**config.mk**
```make
export PLATFORM = sky130hd
export DESIGN_NAME = irq_latch_ctrl
export DESIGN_NICKNAME = d
export VERILOG_FILES = /design/src/rtl/irq_latch_pkg.sv /design/src/rtl/irq_bank.sv /design/src/rtl/irq_regbus.sv /design/src/rtl/irq_enable.sv /design/src/rtl/irq_latch_ctrl.sv
export SDC_FILE = /design/constraint.sdc
export NUM_CORES = 1
export LEC_CHECK = 0
export ABC_CLOCK_PERIOD_IN_PS = 1410
export BUFFER_PORTS_ARGS = -buffer_cell sky130_fd_sc_hd__buf_4
export CAP_MARGIN = 20
export CORE_ASPECT_RATIO = 2
export CORE_MARGIN = 10
export CORE_UTILIZATION = 50
export DETAILED_ROUTE_END_ITERATION = 8
export GPL_ROUTABILITY_DRIVEN = 0
export PLACE_DENSITY = 0.8
export SLEW_MARGIN = 20
export SYNTH_ARGS = -nofsm -noshare
export SYNTH_HDL_FRONTEND = slang
export SYNTH_SLANG_ARGS = --single-unit
```
**constraint.sdc**
```tcl
create_clock -name clk -period 1.41 [get_ports clk]
set_input_delay 0.282 -clock clk [delete_from_list [all_inputs] [get_ports clk]]
set_output_delay 0.282 -clock clk [all_outputs]
set_load 0.01 [all_outputs]
```
**src/rtl/irq_latch_pkg.sv**
```systemverilog
package irq_latch_pkg;

  // Number of DW-wide register banks needed for nsrc sources.
  function automatic int bank_count(input int nsrc, input int dw);
    return (nsrc + dw - 1) / dw;
  endfunction

  // Bits of bank b that are backed by a real source.
  function automatic logic [31:0] bank_valid(input int b, input int dw, input int nsrc);
    logic [31:0] v;
    v = '0;
    for (int i = 0; i < dw; i++) begin
      if (b * dw + i < nsrc) v[i] = 1'b1;
    end
    return v;
  endfunction

endpackage

```
**src/rtl/irq_bank.sv**
```systemverilog
module irq_bank #(
  parameter int DW = 4,
  parameter logic [DW-1:0] VALID = '1
) (
  input  logic          clk,
  input  logic          rst,
  input  logic [DW-1:0] req,
  input  logic          clr_we,
  input  logic          mask_we,
  input  logic [DW-1:0] wdata,
  output logic [DW-1:0] pend,
  output logic [DW-1:0] mask
);

  logic [DW-1:0] clr_bits;
  logic [DW-1:0] take_bits;

  assign clr_bits  = clr_we ? wdata : '0;
  assign take_bits = req & mask & VALID;

  always_ff @(posedge clk) begin
    if (rst) begin
      mask <= '0;
    end else if (mask_we) begin
      mask <= wdata & VALID;
    end
  end

  // New capture wins over a same-cycle clear.
  always_ff @(posedge clk) begin
    if (rst) begin
      pend <= '0;
    end else begin
      pend <= (pend & ~clr_bits) | take_bits;
    end
  end

  // a bit can only rise if a masked request was present the cycle before
  a_r1_no_unmasked_capture: assert property (@(posedge clk) disable iff (rst)
    ((pend & ~$past(pend) & ~$past(req & mask)) == '0));

  // a masked request always leaves its bit set, clear or not
  a_r4_new_request_wins: assert property (@(posedge clk) disable iff (rst)
    ((pend & $past(req & mask)) == $past(req & mask)));

  // a bit can only fall where a 1 was written to it
  a_r3_clear_only_by_write: assert property (@(posedge clk) disable iff (rst)
    (($past(pend) & ~pend & ~$past(clr_we ? wdata : '0)) == '0));

endmodule

```
**src/rtl/irq_regbus.sv**
```systemverilog
module irq_regbus #(
  parameter int DW    = 4,
  parameter int NBANK = 3,
  parameter int AW    = 3
) (
  input  logic                       clk,
  input  logic                       rst,
  input  logic [AW-1:0]              bus_addr,
  input  logic [DW-1:0]              bus_wdata,
  input  logic                       bus_wr,
  input  logic                       bus_rd,
  input  logic [NBANK-1:0][DW-1:0]   pend_all,
  input  logic [NBANK-1:0][DW-1:0]   mask_all,
  output logic [NBANK-1:0]           clr_we,
  output logic [NBANK-1:0]           mask_we,
  output logic [DW-1:0]              wdata,
  output logic [DW-1:0]              bus_rdata
);

  logic [DW-1:0] rd_mux;

  assign wdata = bus_wdata;

  // Pending banks at 0..NBANK-1, mask banks at NBANK..2*NBANK-1.
  for (genvar b = 0; b < NBANK; b++) begin : g_dec
    assign clr_we[b]  = bus_wr && (bus_addr == AW'(b));
    assign mask_we[b] = bus_wr && (bus_addr == AW'(NBANK + b));
  end

  always_comb begin
    rd_mux = '0;
    for (int b = 0; b < NBANK; b++) begin
      if (bus_addr == AW'(b))         rd_mux = pend_all[b];
      if (bus_addr == AW'(NBANK + b)) rd_mux = mask_all[b];
    end
  end

  always_ff @(posedge clk) begin
    if (rst) begin
      bus_rdata <= '0;
    end else if (bus_rd) begin
      bus_rdata <= rd_mux;
    end
  end

  // read data holds between read strobes
  a_r11_rdata_hold: assert property (@(posedge clk) disable iff (rst)
    !bus_rd |=> $stable(bus_rdata));

endmodule

```
**src/rtl/irq_enable.sv**
```systemverilog
module irq_enable (
  input  logic clk,
  input  logic rst,
  input  logic ien_we,
  input  logic ien_wdata,
  input  logic halt_enter,
  input  logic auto_mode,
  input  logic any_pend,
  output logic ien,
  output logic cpu_irq
);

  logic halt_force;

  assign halt_force = halt_enter && !auto_mode;

  always_ff @(posedge clk) begin
    if (rst) begin
      ien <= 1'b0;
    end else if (halt_force) begin
      ien <= 1'b1;
    end else if (ien_we) begin
      ien <= ien_wdata;
    end
  end

  always_ff @(posedge clk) begin
    if (rst) begin
      cpu_irq <= 1'b0;
    end else begin
      cpu_irq <= any_pend && ien && !auto_mode;
    end
  end

  // halt entry without auto mode sets the enable
  a_r8_halt_sets_enable: assert property (@(posedge clk) disable iff (rst)
    (halt_enter && !auto_mode) |=> ien);

  // auto mode holds the line low
  a_r9_auto_blocks_irq: assert property (@(posedge clk) disable iff (rst)
    auto_mode |=> !cpu_irq);

  // the line rises for enabled pending state
  a_r7_irq_rises: assert property (@(posedge clk) disable iff (rst)
    (any_pend && ien && !auto_mode) |=> cpu_irq);

  // the line falls without pending state
  a_r7_irq_needs_pend: assert property (@(posedge clk) disable iff (rst)
    !any_pend |=> !cpu_irq);

endmodule

```
**src/rtl/irq_latch_ctrl.sv**
```systemverilog
module irq_latch_ctrl #(
  parameter int NUM_SRC = 11,
  parameter int DW      = 4,
  parameter int AW      = 3
) (
  input  logic               clk,
  input  logic               rst,
  input  logic [NUM_SRC-1:0] src_req,
  input  logic [AW-1:0]      bus_addr,
  input  logic [DW-1:0]      bus_wdata,
  input  logic               bus_wr,
  input  logic               bus_rd,
  output logic [DW-1:0]      bus_rdata,
  input  logic               ien_we,
  input  logic               ien_wdata,
  input  logic               halt_enter,
  input  logic               auto_mode,
  output logic               ien,
  output logic               cpu_irq
);

  localparam int NBANK = irq_latch_pkg::bank_count(NUM_SRC, DW);
  localparam int FLAT  = NBANK * DW;

  logic [FLAT-1:0]            src_pad;
  logic [NBANK-1:0][DW-1:0]   pend_all;
  logic [NBANK-1:0][DW-1:0]   mask_all;
  logic [FLAT-1:0]            pend_flat;
  logic [FLAT-1:0]            mask_flat;
  logic [NBANK-1:0]           clr_we;
  logic [NBANK-1:0]           mask_we;
  logic [DW-1:0]              wdata;
  logic                       any_pend;

  assign src_pad   = FLAT'(src_req);
  assign pend_flat = pend_all;
  assign mask_flat = mask_all;
  assign any_pend  = |pend_flat;

  irq_regbus #(.DW(DW), .NBANK(NBANK), .AW(AW)) u_bus (
    .clk       (clk),
    .rst       (rst),
    .bus_addr  (bus_addr),
    .bus_wdata (bus_wdata),
    .bus_wr    (bus_wr),
    .bus_rd    (bus_rd),
    .pend_all  (pend_all),
    .mask_all  (mask_all),
    .clr_we    (clr_we),
    .mask_we   (mask_we),
    .wdata     (wdata),
    .bus_rdata (bus_rdata)
  );

  for (genvar b = 0; b < NBANK; b++) begin : g_bank
    localparam logic [DW-1:0] VB = DW'(irq_latch_pkg::bank_valid(b, DW, NUM_SRC));
    irq_bank #(.DW(DW), .VALID(VB)) u_bank (
      .clk     (clk),
      .rst     (rst),
      .req     (src_pad[b*DW +: DW]),
      .clr_we  (clr_we[b]),
      .mask_we (mask_we[b]),
      .wdata   (wdata),
      .pend    (pend_all[b]),
      .mask    (mask_all[b])
    );
  end

  irq_enable u_en (
    .clk        (clk),
    .rst        (rst),
    .ien_we     (ien_we),
    .ien_wdata  (ien_wdata),
    .halt_enter (halt_enter),
    .auto_mode  (auto_mode),
    .any_pend   (any_pend),
    .ien        (ien),
    .cpu_irq    (cpu_irq)
  );

  // the highest source lands in the last backed position
  a_r5_top_source_map: assert property (@(posedge clk) disable iff (rst)
    (src_req[NUM_SRC-1] && mask_flat[NUM_SRC-1]) |=> pend_flat[NUM_SRC-1]);

  // positions without a source never hold state
  a_r6_unbacked_zero: assert property (@(posedge clk) disable iff (rst)
    ((pend_flat | mask_flat) >> NUM_SRC) == '0);

endmodule

```
[After elaboration in Yosys (flattened, before gate mapping)]
Cells that the tools add are included.
Cells by class
  equality and inequality tests: 5
  mux-type cells: 11
  bitwise operators: 12
  reduce and logical (&&, ||, !) cells: 13
Operators by type and width (count)
  $mux 4: 9
  $and 4x4->4: 5
  $not 4->4: 3
  $reduce_or 12->1: 1
  $logic_and 1x1->1: 9
  $or 4x4->4: 2
  $eq 3x2->1 const B: 2
  $eq 3x3->1 const B: 2
  $or 4x3->4: 1
  $and 3x3->3: 1
  $eq 3x1->1 const B: 1
  $logic_not 3->1: 1
  $mux 1: 2
  $reduce_bool 2->1: 1
  $logic_not 1->1: 1
Word-level totals
  flip-flop bits (word level): 29
  bits of input ports: 26
  output and inout port bits: 6
  word-level logic and storage cells: 50

[Logic depth before layout (Yosys ltp)]
Gate-level depths: netlist of run 1.
  depth after elaboration: 7
  depth in mapped cells: 6
  mapped depth without buffers: 4

[Cells and area by module]
Synthesis of run 1 repeated with hierarchy kept, for this count alone.
Unflattened totals
  cells, all modules: 156
  area, all modules: 1506.4 um^2
Modules (own cells, without submodules)
  irq_bank (g_bank[0].u_bank ...): instances 2, cells each 30, area each 321.6 um^2, sequential area each 160.2 um^2
  irq_regbus: instances 1, cells each 58, area each 505.5 um^2, sequential area each 80.1 um^2
  irq_bank (g_bank[2].u_bank): instances 1, cells each 26, area each 260.2 um^2, sequential area each 140.1 um^2
  irq_enable: instances 1, cells each 7, area each 70.1 um^2, sequential area each 40.0 um^2
  irq_latch_ctrl: instances 1, cells each 5, area each 27.5 um^2, sequential area each 0.0 um^2

[Worst setup path before layout of run 1]
OpenSTA, ideal clock, no wires.
  path kind: input to register
  start point: input port bus_addr[0]
  end point: register u_bus.bus_rdata[3]
  setup time: 0.117 ns
  arrival: 1.035 ns
  required time: 1.293 ns
  path slack: 0.258 ns
  cell stages on the path: 4
  buffers on the path: 0
  cells stage by stage: mux2_2 > mux2_2 > o211ai_1 > nand2_1
On the way
  cells in the longest elaborated chain, start to end: 7
  elaborated cells on any way between the ends: 12
  those cells by class: eq/ne (5); mux (6); reduce/logical (1)
Ends and longest elaborated chain
  start, declared: RTL line irq_latch_ctrl.sv:9  | input logic [AW-1:0] bus_addr,
  $logic_not 3->1: RTL line irq_regbus.sv:33  | if (bus_addr == AW'(b)) rd_mux = pend_all[b];
  $mux 4: RTL line irq_regbus.sv:33
  $mux 4: RTL line irq_regbus.sv:34  | if (bus_addr == AW'(NBANK + b)) rd_mux = mask_all[b];
  $mux 4: RTL line irq_regbus.sv:33
  $mux 4: RTL line irq_regbus.sv:34
  $mux 4: RTL line irq_regbus.sv:33
  $mux 4 (*): RTL line irq_regbus.sv:34
  end signal, assigned: RTL line irq_regbus.sv:42  | bus_rdata <= rd_mux;
  end, declared: RTL line irq_regbus.sv:17  | output logic [DW-1:0] bus_rdata
Mark *: on every way between the ends. The rest lies on a longest branch, timed or not.
A chain may end at the register's enable or synchronous reset.

[Worst setup path in the final report of run 1]
  start point: register g_bank[1].u_bank.pend[3]
  end point: register u_bus.bus_rdata[3]
On the way
  cells in the longest elaborated chain, start to end: 4
Ends and longest elaborated chain
  start, declared: RTL line irq_bank.sv:11  | output logic [DW-1:0] pend,
  start signal, assigned: RTL line irq_bank.sv:34  | pend <= (pend & ~clr_bits) | take_bits;
  $mux 4: RTL line irq_regbus.sv:33
  $mux 4: RTL line irq_regbus.sv:34
  $mux 4: RTL line irq_regbus.sv:33
  $mux 4: RTL line irq_regbus.sv:34
No other way between the ends.

==> results of run 1 <==
[synthesized netlist by cell type]
master / number
sky130_fd_sc_hd__dfxtp_1: 29
sky130_fd_sc_hd__nor2_1: 24
sky130_fd_sc_hd__nand2_1: 19
sky130_fd_sc_hd__mux2i_1: 16
sky130_fd_sc_hd__a22oi_1: 11
sky130_fd_sc_hd__a21oi_1: 6
sky130_fd_sc_hd__a311oi_1: 3
sky130_fd_sc_hd__and4bb_2: 3
sky130_fd_sc_hd__buf_6: 3
sky130_fd_sc_hd__clkbuf_1: 3
sky130_fd_sc_hd__inv_1: 3
sky130_fd_sc_hd__nand2b_1: 3
sky130_fd_sc_hd__nor2b_1: 3
sky130_fd_sc_hd__nor3_1: 3
sky130_fd_sc_hd__nor4_1: 3
sky130_fd_sc_hd__o221ai_1: 3
sky130_fd_sc_hd__o32a_1: 3
sky130_fd_sc_hd__mux2_2: 2
sky130_fd_sc_hd__and2_4: 1
sky130_fd_sc_hd__and3_1: 1
sky130_fd_sc_hd__buf_2: 1
sky130_fd_sc_hd__buf_4: 1
sky130_fd_sc_hd__buf_8: 1
sky130_fd_sc_hd__clkbuf_2: 1
sky130_fd_sc_hd__nand2b_2: 1
sky130_fd_sc_hd__nand3_1: 1
sky130_fd_sc_hd__nand4b_1: 1
sky130_fd_sc_hd__nand4b_2: 1
sky130_fd_sc_hd__nor4b_4: 1
sky130_fd_sc_hd__o211ai_1: 1
sky130_fd_sc_hd__o21ai_0: 1
sky130_fd_sc_hd__o21bai_1: 1
[flip-flops by register name (all words and copies together) (netlist names)]
| name | flops |
|---|---|
| u_bus.bus_rdata | 4 |
| g_bank.u_bank.pend | 12 |
| g_bank.u_bank.mask | 11 |
| u_en.ien | 1 |
| u_en.cpu_irq | 1 |
[where the power goes]
group | internal [mW] | switching, mW | total (mW)
Sequential | 0.839 | 0.0143 | 0.854
Combinational | 0.112 | 0.107 | 0.220
Clock | 0.575 | 0.304 | 0.879
Total | 1.53 | 0.426 | 1.95
[worst max-delay path: cells and delay by family, from the launching register on]
family           cells  cell delay, ns
AO/OA/AOI/OAI        1            0.16
flip-flops           1            0.34
multiplexers         2            0.53
AND/OR/NAND/NOR      1            0.07
[per-stage QoR]
step,utilization,hold WS (ns)
floorplan,-,0.3699
global placement,0.5949,0.4270
detailed placement,0.5949,0.4292
CTS,0.6374,0.1968
global route,0.6374,0.2063
finish,0.6374,0.2033
[layer usage]
metal  part of all wire  GRT usage
met5                  0          0
met4              0.041     0.1024
met3              0.065    0.05459
met2               0.56     0.2527
met1               0.33     0.1146
[worst max-delay path by stage]
stage	end	slack, ns	cells past startpoint
after floorplan	u_bus.bus_rdata[3]	0.26	4
after global placement	u_bus.bus_rdata[3]	0.06	5
after detailed placement	u_bus.bus_rdata[3]	0.03	5
after CTS	u_bus.bus_rdata[3]	0.20	4
after global routing	u_bus.bus_rdata[3]	0.15	4
final	u_bus.bus_rdata[3]	0.20	4
[layout by cell type, fill, tap and decap left out, drive strengths merged]
cell type,n
and4bb,3
nand3,1
o21bai,1
o32a,3
a311oi,3
nor4,3
nand2,19
dfxtp,29
mux2i,16
a21oi,6
inv,3
buf,34
nor2,24
nor4b,1
o221ai,3
o211ai,1
and3,1
a22oi,11
nand4b,2
nor2b,3
o21ai,1
mux2,2
bufinv,1
and2,1
nor3,3
clkbuf,7
nand2b,4
[kinds of logic (layout without fill, tap and decap cells)]
kind of cell,Yosys count,after routing,synth area share
flops,29,29,0.4106
simple gates,65,65,0.2451
mux,18,18,0.1292
buf+inv,13,45,0.06282
compound gates,29,29,0.1522
[layout make-up]
type,instances,area [um2],share of cell area
clock buffer,7,86.33,0.04950
clock inverter,1,30.03,0.01722
inverter,3,11.26,0.006456
multi-input combinational,112,744.5,0.4268
sequential,29,580.6,0.3329
tap,29,36.28,0.02080
timing repair buffer,34,255.2,0.1463
==> key figures, run 1 <==
Status
  • Status: finished, final reports clean

Clock tree
  • Clock sink total: 29
  • Clock tree buffer depth: 2
  • Clock network latency to the later pin of the worst-skew pair: 0.28 ns
  • # resized after CTS: 0
  • Clock transition at the register clock pins on the worst setup and hold paths after CTS: 0.06 ns
  • Number of buffers created by CTS: 5
  • CTS tree: done
  • Root buffer cell: sky130_fd_sc_hd__clkbuf_8
  • Count of hold buffers inserted by post-cts repair: 0
  • Maximum level of the CTS H-tree: 2
  • Post-CTS setup buffer count: 0

Global route
  • Antenna violations before repair: 0
  • Via count of the first global-routing pass: 1,333
  • Grt total ovfl: 0
  • Combined global-route utilization of all metal layers: 0.1384
  • Maximum number of pins on one net before global-route repair: 27
  • First-pass GRT wire length: 6.037 mm

Drt
  • Initial DRC Count: 49
  • Final ANT Viol Nets: 0
  • Drc violations: 0
  • Via density: 5.986
  • WL per Instance: 17.12 um
  • DRT Pass-1 Iters: 5
  • Routed vias: 1,287
  • Post-Route WL: 3.681 mm

Worst setup path
  • Peak fanout along the critical path: 4
  • Critical register-to-register path startpoint: g_bank[1].u_bank.pend[3]
  • Slowest stage delay, CP: 0.34 ns
  • Category of the critical setup timing path: reg2reg
  • Arr. time, crit path: 1.38 ns
  • Launching instance or port of the critical path: g_bank[1].u_bank.pend[3]
  • Slack of the worst reg-to-reg path: 0.20 ns
  • Worst EP required: 1.58 ns
  • Kind of end point of the critical path: flip-flop
  • Critical path's most frequent cell: sky130_fd_sc_hd__mux2_2
  • Worst reg-to-reg path cell count: 4
  • Startpoint type of the worst setup path: flip-flop
  • CP Cell Sequence: mux2_2, mux2_2, o211ai_1, nand2_1
  • RR Endpoint: u_bus.bus_rdata[3]
  • Standard cell with the maximum stage delay on the critical path: sky130_fd_sc_hd__dfxtp_1

Placement
  • Placed Instances: 207
  • Final HPWL DP: 2.878 mm
  • Post-place setup slack: 0.02897 ns
  • Count of buffers inserted at the top-level ports: 31
  • Cell area after placement: 1628 um2

Min path
  • End of the worst hold path: g_bank[2].u_bank.pend[3]
  • Worst min-delay path category: in2reg
  • Number of instances on the worst hold path: 2
  • Hold wc startpoint: bus_wdata[3]

Logic synthesis
  • Synthesized area per cell: 9.181 um2
  • Count of unique library cells instantiated by Yosys: 32
  • Share of the synthesized area in the top cell type: 0.4106
  • Register area share after synthesis: 0.4106
  • Number of flip-flops and latches in the synthesized netlist: 29
  • Gate count after technology mapping: 154
  • Net count after synthesis: 180
  • Number of warnings reported in the yosys synthesis log: 0
  • Netlist area before placement: 1414 um2
  • Cell taking the most area after synthesis: sky130_fd_sc_hd__dfxtp_1
  • Ranking of synthesized cells by area: sky130_fd_sc_hd__dfxtp_1, sky130_fd_sc_hd__mux2i_1, sky130_fd_sc_hd__nor2_1

STA
  • Number of pins exceeding their max-slew limit in the final report: 0
  • Worst Slack Setup Final: 0.2047 ns
  • Setup Viol. Count Final: 0
  • Peak clock frequency supported by timing: 0.8297 GHz
  • Fin Clk Skew: 0.005787 ns
  • Unrepaired setup endpoints after global routing: no
  • Worst slew margin relative to its limit: 0.7658
  • Number of hold violations in the final report: 0
  • Tightest Pin Transition: 0.3498 ns
  • Shortest period the worst path allows: 1.205 ns
  • Final worst-path cycle share: 0.8548
  • Post-route setup TNS: 0 ns

Floorplanning
  • Number of placement rows: 27
  • Initial core utilization: 0.5167
  • DIE HEIGHT: 95.20 um
  • Core ar.: 2736 um2
  • Full die area: 5484 um2
  • Die width: 57.60 um
  • I/O Pins: 32

Final layout
  • Total number of nets in the final design: 211
  • Final standard cell count with taps included and fillers excluded: 215
  • Post-Layout Inst Area: 1744 um2
  • Area delta synth->final: 23.36%
  • Ratio of cells with drive above 1 in the final layout: 0.2688
  • Antenna diode count: 0
  • Layout fillers: 241

Pwr
  • Leak: 0.7539 nW
  • Power Total: 1.953 mW
  • VDD IR max: 0.6920 mV
  • Power density cells: 1120 nW/um2

Flow run
  • MaxCap Viol Count: 0
(Power assumes the default switching activity.)
==> inputs of run 2 (changes only) <==
--- a/config.mk
+++ b/config.mk
@@ -5,15 +5,18 @@
 export SDC_FILE = /design/constraint.sdc
 export NUM_CORES = 1
 export LEC_CHECK = 0
+export ABC_AREA = 0
 export ABC_CLOCK_PERIOD_IN_PS = 1410
 export BUFFER_PORTS_ARGS = -buffer_cell sky130_fd_sc_hd__buf_4
 export CAP_MARGIN = 20
 export CORE_ASPECT_RATIO = 2
 export CORE_MARGIN = 10
 export CORE_UTILIZATION = 50
+export CTS_BUF_LIST = sky130_fd_sc_hd__clkbuf_16
 export DETAILED_ROUTE_END_ITERATION = 8
 export GPL_ROUTABILITY_DRIVEN = 0
 export PLACE_DENSITY = 0.8
+export REMOVE_ABC_BUFFERS = 1
 export SLEW_MARGIN = 20
 export SYNTH_ARGS = -nofsm -noshare
 export SYNTH_HDL_FRONTEND = slang
==> key figures, run 2 (same netlist as run 1, synthesis figures left out) <==
Final layout
  • Biggest register: g_bank.u_bank.pend
  • Post-Layout Inst Area: 1760 um2
  • Total number of nets in the final design: 211
  • Antenna diode count: 0
  • Most common cell after layout, fill and taps aside: sky130_fd_sc_hd__buf_4
  • Area delta synth->final: 24.51%
  • Post-Route Utilization: 0.6433
  • Biggest regs: g_bank.u_bank.pend (12), g_bank.u_bank.mask (11), u_bus.bus_rdata (4)
  • Flip-flop count of the largest register after layout: 12
  • Ratio of cells with drive above 1 in the final layout: 0.2595
  • Commonest cells after routing, fill and taps aside: sky130_fd_sc_hd__buf_4, sky130_fd_sc_hd__dfxtp_1, sky130_fd_sc_hd__nor2_1

Floorplanning
  • Die width: 57.60 um
  • Core ar.: 2736 um2
  • I/O Pins: 32
  • Full die area: 5484 um2
  • DIE HEIGHT: 95.20 um
  • Initial core utilization: 0.5167
  • Number of placement rows: 27

Worst setup path
  • Arr. time, crit path: 1.37 ns
  • Startpoint type of the worst setup path: flip-flop
  • Peak fanout along the critical path: 4
  • Worst EP required: 1.57 ns
  • Critical register-to-register path startpoint: g_bank[1].u_bank.pend[3]
  • Worst reg-to-reg path cell count: 4
  • Kind of end point of the critical path: flip-flop
  • Launching instance or port of the critical path: g_bank[1].u_bank.pend[3]
  • Worst setup endpoint: u_bus.bus_rdata[3]
  • Category of the critical setup timing path: reg2reg
  • Slack of the worst reg-to-reg path: 0.20 ns
  • RR Endpoint: u_bus.bus_rdata[3]

STA
  • Shortest period the worst path allows: 1.212 ns
  • Unrepaired setup endpoints after global routing: no
  • Final worst-path cycle share: 0.8593
  • Post-route setup TNS: 0 ns
  • Fin Clk Skew: 0.004967 ns
  • Number of pins exceeding their max-slew limit in the final report: 0
  • Number of hold violations in the final report: 0
  • Worst slew margin relative to its limit: 0.7193
  • Worst Slack Setup Final: 0.1984 ns
  • Peak clock frequency supported by timing: 0.8254 GHz
  • Tightest Pin Transition: 0.4193 ns
  • Setup Viol. Count Final: 0

Drt
  • Drc violations: 0
  • WL per Instance: 17.50 um
  • DRT Pass-1 Iters: 4
  • Post-Route WL: 3.744 mm
  • Initial DRC Count: 54
  • Final ANT Viol Nets: 0
  • Routed vias: 1,275
  • Via density: 5.958

Global route
  • Via count of the first global-routing pass: 1,244
  • Combined global-route utilization of all metal layers: 0.1373
  • Antenna violations before repair: 0
  • First-pass GRT wire length: 5.968 mm
  • Maximum number of pins on one net before global-route repair: 27
  • Grt total ovfl: 0

Clock tree
  • Post-CTS setup buffer count: 0
  • Clock sink total: 29
  • Number of buffers created by CTS: 5
  • Maximum level of the CTS H-tree: 2
  • Clock tree buffer depth: 2
  • # resized after CTS: 0
  • Count of hold buffers inserted by post-cts repair: 0
  • Clock network latency to the later pin of the worst-skew pair: 0.27 ns
  • CTS tree: done
  • Root buffer cell: sky130_fd_sc_hd__clkbuf_16
  • Clock transition at the register clock pins on the worst setup and hold paths after CTS: 0.04 ns

Flow run
  • MaxCap Viol Count: 0

Pwr
  • Power Total: 2.025 mW
  • VDD IR max: 1.065 mV
  • Leak: 0.7640 nW
  • Power density cells: 1150 nW/um2

Placement
  • Cell area after placement: 1628 um2
  • Post-place setup slack: -0.001108 ns
  • Count of buffers inserted at the top-level ports: 31
  • Final HPWL DP: 2.897 mm

Status
  • Status: finished, final reports clean

Min path
  • Worst min-delay path category: in2reg
## run 2: layout make-up
cell class                      instances  area (um2)
Clock inverter                          2       7.507
Timing Repair Buffer                   34       255.2
Multi-Input combinational cell        112       744.5
Clock buffer                            5       125.1
Sequential cell                        29       580.6
Fill cell                             235       975.9
Tap cell                               29       36.28
Inverter                                3       11.26
## run 2: how the worst min path moves through the flow
stage                                   from  slack, ns                  endpoint  cells past startpoint
after detailed placement  u_bus.bus_rdata[2]       0.43        u_bus.bus_rdata[2]                      2
after global routing            bus_wdata[3]       0.23  g_bank[2].u_bank.pend[3]                      2
after CTS                       bus_wdata[3]       0.22  g_bank[2].u_bank.pend[3]                      2
after floorplan                          rst       0.35                  u_en.ien                      1
after global placement    u_bus.bus_rdata[1]       0.43        u_bus.bus_rdata[1]                      2
final                           bus_wdata[3]       0.23  g_bank[2].u_bank.pend[3]                      2
## run 2: report_power, final
group	total, mW	switching (mW)	internal (mW)
Combinational	0.220	0.108	0.113
Clock	0.948	0.322	0.626
Sequential	0.857	0.0150	0.842
Total	2.02	0.445	1.58
## run 2: per-layer routing
| layer | vias to the layer above | part of all wire | track usage |
|---|---|---|---|
| met3 | 16 | 0.072 | 0.05060 |
| met5 | - | 0 | 0 |
| met1 | 581 | 0.37 | 0.1396 |
| met4 | 0 | 0.036 | 0.07677 |
| li1 | 615 | - | - |
| met2 | 63 | 0.52 | 0.2338 |
## run 2: critical path, cell delays in order (launching register included)
cell and delay (ns):
sky130_fd_sc_hd__dfxtp_1 0.33, sky130_fd_sc_hd__mux2_2 0.27, sky130_fd_sc_hd__mux2_2 0.27, sky130_fd_sc_hd__o211ai_1 0.15, sky130_fd_sc_hd__nand2_1 0.08
## run 2: through the flow
stage	hold WS, ns	instances
after floorplan	0.3511	144
after CTS	0.2186	214
after global routing	0.2284	214
after global placement	0.4293	207
after detailed placement	0.4334	207
final	0.2252	214
